## config.mk

```make
export PLATFORM = sky130hd
export DESIGN_NAME = burst_slot_timer
export DESIGN_NICKNAME = d
export VERILOG_FILES = /design/src/rtl/bst_pkg.sv /design/src/rtl/bst_frame_ctr.sv /design/src/rtl/bst_tx_ser.sv /design/src/rtl/bst_rx_shift.sv /design/src/rtl/burst_slot_timer.sv
export SDC_FILE = /design/constraint.sdc
export NUM_CORES = 1
export LEC_CHECK = 0
export BUFFER_PORTS_ARGS = -buffer_cell sky130_fd_sc_hd__buf_4
export CAP_MARGIN = 20
export CORE_ASPECT_RATIO = 1.5
export CORE_MARGIN = 4
export CORE_UTILIZATION = 42
export DETAILED_ROUTE_END_ITERATION = 6
export PLACE_DENSITY = 0.72
export SETUP_SLACK_MARGIN = 0.4
export SYNTH_ARGS = -nofsm -noshare
export SYNTH_HDL_FRONTEND = slang
export SYNTH_SLANG_ARGS = --single-unit
```

## constraint.sdc

```tcl
create_clock -name clk -period 1.4 [get_ports clk]
set_input_delay 0.07 -clock clk [delete_from_list [all_inputs] [get_ports clk]]
set_output_delay 0.07 -clock clk [all_outputs]
set_load 0.02 [all_outputs]
```

## src/rtl/bst_pkg.sv

```systemverilog
package bst_pkg;

    // Per-cycle frame events decoded from the frame counter
    typedef struct packed {
        logic live;      // a frame is in progress
        logic bit_clk;   // gated bearer bit clock level
        logic slot1;     // slot 1 enable level
        logic side_clk;  // gated side-channel clock level
        logic b_smp;     // first low cycle of a bit-clock period
        logic b1_last;   // sample closes octet 1
        logic b2_last;   // sample closes octet 2
        logic d_smp;     // first low cycle of a side-clock period
        logic d_last;    // sample closes the side-channel pair
    } bst_evt_t;

    function automatic bit bst_is_pow2(input int unsigned v);
        return (v != 0) && ((v & (v - 1)) == 0);
    endfunction

endpackage

```

## src/rtl/bst_frame_ctr.sv

```systemverilog
module bst_frame_ctr
    import bst_pkg::*;
#(
    parameter int unsigned CLK_PER_BIT = 64,
    parameter int unsigned B_BITS      = 8,
    parameter int unsigned D_BITS      = 2,
    parameter int          BIW         = $clog2(2 * B_BITS),
    parameter int          DIW         = $clog2(D_BITS)
) (
    input  logic           clk,
    input  logic           rst,
    input  logic           sync_i,
    output bst_evt_t       evt_o,
    output logic [BIW-1:0] b_idx_o,
    output logic [DIW-1:0] d_idx_o
);
    localparam int unsigned FRAME_CLKS   = CLK_PER_BIT * 2 * B_BITS;
    localparam int unsigned CLK_PER_DBIT = FRAME_CLKS / D_BITS;
    localparam int          CW           = $clog2(FRAME_CLKS);
    localparam int          PW           = $clog2(CLK_PER_BIT);
    localparam int          DPW          = $clog2(CLK_PER_DBIT);
    localparam bit          SHAPE_OK     = bst_is_pow2(CLK_PER_BIT) && bst_is_pow2(B_BITS)
                                           && bst_is_pow2(D_BITS) && (D_BITS >= 2);

    logic          live_q;
    logic [CW-1:0] cnt_q;
    logic [PW-1:0] b_ph;
    logic [DPW-1:0] d_ph;

    always_ff @(posedge clk) begin
        if (rst || !SHAPE_OK) begin
            live_q <= 1'b0;
            cnt_q  <= '0;
        end else if (sync_i) begin
            live_q <= 1'b1;
            cnt_q  <= '0;
        end else if (live_q) begin
            if (cnt_q == CW'(FRAME_CLKS - 1)) begin
                live_q <= 1'b0;
                cnt_q  <= '0;
            end else begin
                cnt_q <= cnt_q + 1'b1;
            end
        end
    end

    assign b_ph    = cnt_q[PW-1:0];
    assign d_ph    = cnt_q[DPW-1:0];
    assign b_idx_o = cnt_q[CW-1:PW];
    assign d_idx_o = cnt_q[CW-1:DPW];

    always_comb begin
        evt_o          = '0;
        evt_o.live     = live_q;
        evt_o.bit_clk  = live_q & ~b_ph[PW-1];
        evt_o.slot1    = live_q & ~cnt_q[CW-1];
        evt_o.side_clk = live_q & ~d_ph[DPW-1];
        evt_o.b_smp    = live_q && (b_ph == PW'(CLK_PER_BIT / 2));
        evt_o.b1_last  = evt_o.b_smp && (b_idx_o == BIW'(B_BITS - 1));
        evt_o.b2_last  = evt_o.b_smp && (b_idx_o == BIW'(2 * B_BITS - 1));
        evt_o.d_smp    = live_q && (d_ph == DPW'(CLK_PER_DBIT / 2));
        evt_o.d_last   = evt_o.d_smp && (d_idx_o == DIW'(D_BITS - 1));
    end

endmodule

```

## src/rtl/bst_tx_ser.sv

```systemverilog
module bst_tx_ser #(
    parameter int W  = 16,
    parameter int IW = 4
) (
    input  logic          clk,
    input  logic          rst,
    input  logic          load_i,
    input  logic [W-1:0]  word_i,
    input  logic          live_i,
    input  logic [IW-1:0] idx_i,
    output logic          bit_o
);
    logic [W-1:0]  word_q;
    logic [IW-1:0] sel;

    always_ff @(posedge clk) begin
        if (rst) begin
            word_q <= '0;
        end else if (load_i) begin
            word_q <= word_i;
        end
    end

    // MSB leaves first: period k carries bit W-1-k
    assign sel   = IW'(W - 1) - idx_i;
    assign bit_o = live_i & word_q[sel];

endmodule

```

## src/rtl/bst_rx_shift.sv

```systemverilog
module bst_rx_shift #(
    parameter int W = 8
) (
    input  logic         clk,
    input  logic         rst,
    input  logic         smp_i,
    input  logic         last_i,
    input  logic         din_i,
    output logic [W-1:0] data_o,
    output logic         valid_o
);
    logic [W-2:0] sh_q;
    logic [W-1:0] nxt;

    assign nxt = {sh_q, din_i};

    always_ff @(posedge clk) begin
        if (rst) begin
            sh_q    <= '0;
            data_o  <= '0;
            valid_o <= 1'b0;
        end else begin
            valid_o <= smp_i & last_i;
            if (smp_i) begin
                sh_q <= nxt[W-2:0];
                if (last_i) begin
                    data_o <= nxt;
                end
            end
        end
    end

endmodule

```

## src/rtl/burst_slot_timer.sv

```systemverilog
module burst_slot_timer
    import bst_pkg::*;
#(
    parameter int unsigned CLK_PER_BIT = 64,
    parameter int unsigned B_BITS      = 8,
    parameter int unsigned D_BITS      = 2
) (
    input  logic              clk,
    input  logic              rst,
    input  logic              sync_i,
    input  logic              flag_i,
    input  logic [B_BITS-1:0] oct1_tx_i,
    input  logic [B_BITS-1:0] oct2_tx_i,
    input  logic              ser_rx_i,
    input  logic [D_BITS-1:0] side1_tx_i,
    input  logic [D_BITS-1:0] side2_tx_i,
    input  logic              side1_rx_i,
    input  logic              side2_rx_i,
    output logic              slot1_en_o,
    output logic              slot2_en_o,
    output logic              bit_clk_o,
    output logic              side_clk_o,
    output logic              ser_tx_o,
    output logic              side1_tx_o,
    output logic              side2_tx_o,
    output logic [B_BITS-1:0] oct1_rx_o,
    output logic              oct1_rx_vld_o,
    output logic [B_BITS-1:0] oct2_rx_o,
    output logic              oct2_rx_vld_o,
    output logic [D_BITS-1:0] side1_rx_o,
    output logic [D_BITS-1:0] side2_rx_o,
    output logic              side_rx_vld_o,
    output logic              flag_o
);
    localparam int BW     = 2 * B_BITS;
    localparam int BIW    = $clog2(BW);
    localparam int DIW    = $clog2(D_BITS);
    localparam int N_SIDE = 2;
    localparam int N_OCT  = 2;

    bst_evt_t       evt;
    logic [BIW-1:0] b_idx;
    logic [DIW-1:0] d_idx;

    bst_frame_ctr #(
        .CLK_PER_BIT(CLK_PER_BIT),
        .B_BITS     (B_BITS),
        .D_BITS     (D_BITS),
        .BIW        (BIW),
        .DIW        (DIW)
    ) i_ctr (
        .clk    (clk),
        .rst    (rst),
        .sync_i (sync_i),
        .evt_o  (evt),
        .b_idx_o(b_idx),
        .d_idx_o(d_idx)
    );

    assign bit_clk_o  = evt.bit_clk;
    assign slot1_en_o = evt.slot1;
    assign slot2_en_o = ~evt.slot1;
    assign side_clk_o = evt.side_clk;

    // Bearer transmit: both octets as one word, octet 1 first
    bst_tx_ser #(.W(BW), .IW(BIW)) i_btx (
        .clk   (clk),
        .rst   (rst),
        .load_i(sync_i),
        .word_i({oct1_tx_i, oct2_tx_i}),
        .live_i(evt.live),
        .idx_i (b_idx),
        .bit_o (ser_tx_o)
    );

    // Side-channel transmit and receive, one lane per channel
    logic [D_BITS-1:0] side_word [N_SIDE];
    logic              side_din  [N_SIDE];
    logic              side_dout [N_SIDE];
    logic [D_BITS-1:0] side_rx   [N_SIDE];
    logic              side_vld  [N_SIDE];

    assign side_word[0] = side1_tx_i;
    assign side_word[1] = side2_tx_i;
    assign side_din[0]  = side1_rx_i;
    assign side_din[1]  = side2_rx_i;

    for (genvar c = 0; c < N_SIDE; c++) begin : g_side
        bst_tx_ser #(.W(D_BITS), .IW(DIW)) i_dtx (
            .clk   (clk),
            .rst   (rst),
            .load_i(sync_i),
            .word_i(side_word[c]),
            .live_i(evt.live),
            .idx_i (d_idx),
            .bit_o (side_dout[c])
        );
        bst_rx_shift #(.W(D_BITS)) i_drx (
            .clk    (clk),
            .rst    (rst),
            .smp_i  (evt.d_smp),
            .last_i (evt.d_last),
            .din_i  (side_din[c]),
            .data_o (side_rx[c]),
            .valid_o(side_vld[c])
        );
    end

    assign side1_tx_o    = side_dout[0];
    assign side2_tx_o    = side_dout[1];
    assign side1_rx_o    = side_rx[0];
    assign side2_rx_o    = side_rx[1];
    assign side_rx_vld_o = side_vld[0] & side_vld[1];

    // Bearer receive: each lane keeps the last B_BITS samples, closed by its own index
    logic [B_BITS-1:0] oct_rx  [N_OCT];
    logic              oct_vld [N_OCT];

    for (genvar c = 0; c < N_OCT; c++) begin : g_oct
        bst_rx_shift #(.W(B_BITS)) i_brx (
            .clk    (clk),
            .rst    (rst),
            .smp_i  (evt.b_smp),
            .last_i ((c == 0) ? evt.b1_last : evt.b2_last),
            .din_i  (ser_rx_i),
            .data_o (oct_rx[c]),
            .valid_o(oct_vld[c])
        );
    end

    assign oct1_rx_o     = oct_rx[0];
    assign oct2_rx_o     = oct_rx[1];
    assign oct1_rx_vld_o = oct_vld[0];
    assign oct2_rx_vld_o = oct_vld[1];

    // Frame flag follows the start of slot 1
    always_ff @(posedge clk) begin
        if (rst) begin
            flag_o <= 1'b0;
        end else if (sync_i) begin
            flag_o <= flag_i;
        end
    end

endmodule

```

==> results.md <==
- CP peak stage delay: 0.49 ns
- Violated checks: setup timing
- Die height: 105.2 microns
- Net Count, Synth: 288
- Register area share after synthesis: 0.4846
- H-tree Lvls: 3
- Slew Viols, Final: 0
- Number of synthesized flops with an enable pin: 0
- Layout area overhead: 58.68%
- Synth Register Bits: 64
- Total placed cells including tap cells: 401
- Port bufs: 57
- Slowest-stage cell, CP: mux4_2
- Initial Util: 0.4312
- Post-Route WL: 6782 microns
- Maximum VDD drop: 0.7069 mV
- Worst hold path type: input port to flop
- Root Driver: clkbuf_8
- CP Max Fanout: 4
- PnR worst setup slack: -0.3512 ns
- Pwr/cell area: 909.6 nW/um^2
- Vias in the first global route: 2331
- Antenna violations before repair: 0
- Final min period: 1.751 ns
- Clock latency on the worst-skew pair: 0.34 ns
- Post-Syn Area: 2644 sq um
- Worst clock skew: 0.005858 ns
- Part of the cycle the worst path needs: 1.251
- Gpl congestion: 0.8861
- Dpl hpwl: 4144 microns
- Die ar.: 7654 sq um
- Post-synthesis average cell area: 10.21 sq um
- Setup TNS: -7.342 ns
- Initial DRC count: 86
- Leakage: 1.998 nW
- Final hold violations: 0
- Gr ovfl total: 0
- Final setup violation count: 44
- Nature of the critical path startpoint: flop
- CP Data Arrival Time: 1.68 ns
- CTS tree: built
- # DRC: 0
- Overall routing resource usage: 0.1763
- Max-Cap Viols: 0
- Final nets: 414
- Synth unique cells: 38
- Clk slew on worst S/H paths: 0.07 ns
- Synthesized-area fraction occupied by adder cells: 0.009465
- Synth Instances: 259
- Wirelength per Cell: 14.65 microns
- Post-synthesis mux area share: 0.2385
- YS warnings: 0
- Worst-path cell chain: mux4_2, nand2b_4, o2111ai_2, o31ai_2, buf_4
- Worst Max-Slew Pin Slew: 0.5541 ns
- Post-route antenna net violation count: 0
- Worst setup EP type: output port
- XOR/XNOR Fraction of Synth Area: 0.01656
- Pre-antenna DRT Iters: 4
- Ant diodes: 0
- Largest net degree at the start of global routing: 55
- DR vias/cell: 5.002
- CTS Sinks: 64
- Final std cells w/o fill: 463
- Critical path class: flop to output port
- Ys flop type: dfxtp_1
- Num ports: 58
- First-pass GRT wire length: 10590 microns
- CP Data Required Time: 1.33 ns
- CTS Buffer Depth: 2
- Via count: 2316
- Ys async rst share: 0
- Row cnt: 35
- Relative slew slack: 0.6306
- Status: complete, but fails checks
- Die width: 72.78 microns
- TritonCTS Buffers: 9
- Largest family of logic cells by synthesized area: multiplexers
- Synth Area in Simple Gates: 0.1746
- Synth Area in Compound Gates: 0.03265
- Core footprint: 6131 sq um
- RSZ-0062 raised after global routing: true
- Layout cells sized above 1: 0.4216
- Fmax: 0.5710 GHz
## cell type report
cell class / instances / area (sq um)
fill: 465 / 1936
multi-input combinational: 173 / 1398
sequential: 64 / 1299
timing repair buffer: 132 / 1197
clock buffer: 11 / 141.4
tap: 74 / 92.59
clock inverter: 4 / 45.04
inverter: 5 / 22.52
## synth_stat cells (2+ instances only)
master     n  area, sq um
nand2_1    4        15.01
ha_1       2        25.02
o21ai_0    2        10.01
xor2_1     5        43.79
mux4_2     4        90.09
dfxtp_1   64         1281
mux2i_1   54        540.5
buf_2      6        30.03
clkbuf_1   5        18.77
a21oi_1    3        15.01
buf_1      2        7.510
nand4_1    5        31.28
inv_1      5        18.77
nor2_1    67        251.5
or3_1      2        12.51
nand3_1    5        25.02
buf_4      2        15.01
nand2b_1   2        12.51
## routing by layer
layer,routed length (microns),up-vias,track usage
li1,-,1141,-
met1,2724,1104,0.1970
met2,3651,58,0.3133
met3,258,13,0.03850
met4,148,0,0.07124
met5,0,-,0
## flip-flops by register name, summed over array words and instances, names as in the netlist
register	cells
g_side.i_drx.data_o	4
i_ctr.live_q	1
g_oct.i_brx.data_o	16
g_oct.i_brx.valid_o	2
i_ctr.cnt_q	10
g_oct.i_brx.sh_q	7
flag_o	1
g_side.i_dtx.word_q	4
g_side.i_drx.sh_q	2
g_side.i_drx.valid_o	1
i_btx.word_q	16
## cells in the final DEF (no fill, tap or decap), drive strengths merged, types with 2 or more instances in the layout
| cell type | netlist | final |
|---|---|---|
| buf | 11 | 108 |
| clkbuf | 6 | 12 |
| and4 | 3 | 3 |
| or3 | 2 | 2 |
| nand2 | 4 | 4 |
| mux2i | 54 | 54 |
| dlygate4sd3 | 0 | 23 |
| nor2 | 67 | 67 |
| nand3 | 6 | 6 |
| nor4b | 2 | 2 |
| nand4 | 6 | 6 |
| a21oi | 3 | 3 |
| xor2 | 5 | 5 |
| ha | 2 | 2 |
| inv | 5 | 4 |
| o21ai | 3 | 3 |
| dfxtp | 64 | 64 |
| mux4 | 4 | 4 |
| nand2b | 2 | 2 |
| clkinv | 0 | 3 |
## logic make-up (layout without fill, tap and decap cells)
family          Yosys count  count (layout)
compound gates           13              13
xor+xnor                  5               5
fa+ha+maj                 2               2
buf+inv                  22             152
flops                    64              64
mux                      58              58
simple gates             95              95
## critical path: cells and delay by family, from the launching register on
family	cells	cell delay (ns)
compound gates	2	0.16
buf+inv	1	0.16
flops	1	0.37
mux	1	0.49
simple gates	1	0.15
## what timing repair did
| item | 4_1_cts | 5_1_grt |
|---|---|---|
| setup buffers | 9 | 14 |
| resized for setup | 32 | 17 |
| pin swaps | 10 | 8 |
| hold buffers | 23 | 0 |
| setup endpoints to repair | 50 | 50 |
| endpoints found under the hold margin | 27 | 0 |
| cloned | 0 | 1 |
## worst paths after layout
check,start,endpoint,slack [ns],depth (start not counted)
worst max register to register,i_ctr.cnt_q[6]$_SDFFE_PP0P_,g_side[0].i_drx.sh_q$_SDFFE_PP0P_,-0.34,9
worst min-delay path,oct2_tx_i[0],i_btx.word_q[0]$_SDFFE_PP0P_,0.006,3
worst max-delay path,i_ctr.cnt_q[6]$_SDFFE_PP0P_,ser_tx_o,-0.35,5
worst min register to register,i_btx.word_q[14]$_SDFFE_PP0P_,i_btx.word_q[14]$_SDFFE_PP0P_,0.49,2
## per-stage QoR
step | hold slack [ns] | total power [mW] | utilization | instance area (sq um) | setup slack, ns
2_1_floorplan | 0.2139 | 2.076 | - | 2730 | -0.001302
6_report | 0.005750 | 3.816 | 0.6843 | 4195 | -0.3512
3_3_place_gp | 0.3016 | 2.194 | 0.5506 | 3376 | -0.07665
4_1_cts | 0.002677 | 3.810 | 0.6537 | 4008 | -0.3699
3_5_place_dp | 0.3120 | 2.200 | 0.5506 | 3376 | -0.1176
5_1_grt | 0.01221 | 3.959 | 0.6843 | 4195 | -0.4299
## report_power, final
group / internal [mW] / leakage [nW] / switching [mW]
logic: 0.240 / 1.37 / 0.173
registers: 1.86 / 0.525 / 0.0206
clock network: 0.852 / 0.0989 / 0.674
(Power assumes the default switching activity.)
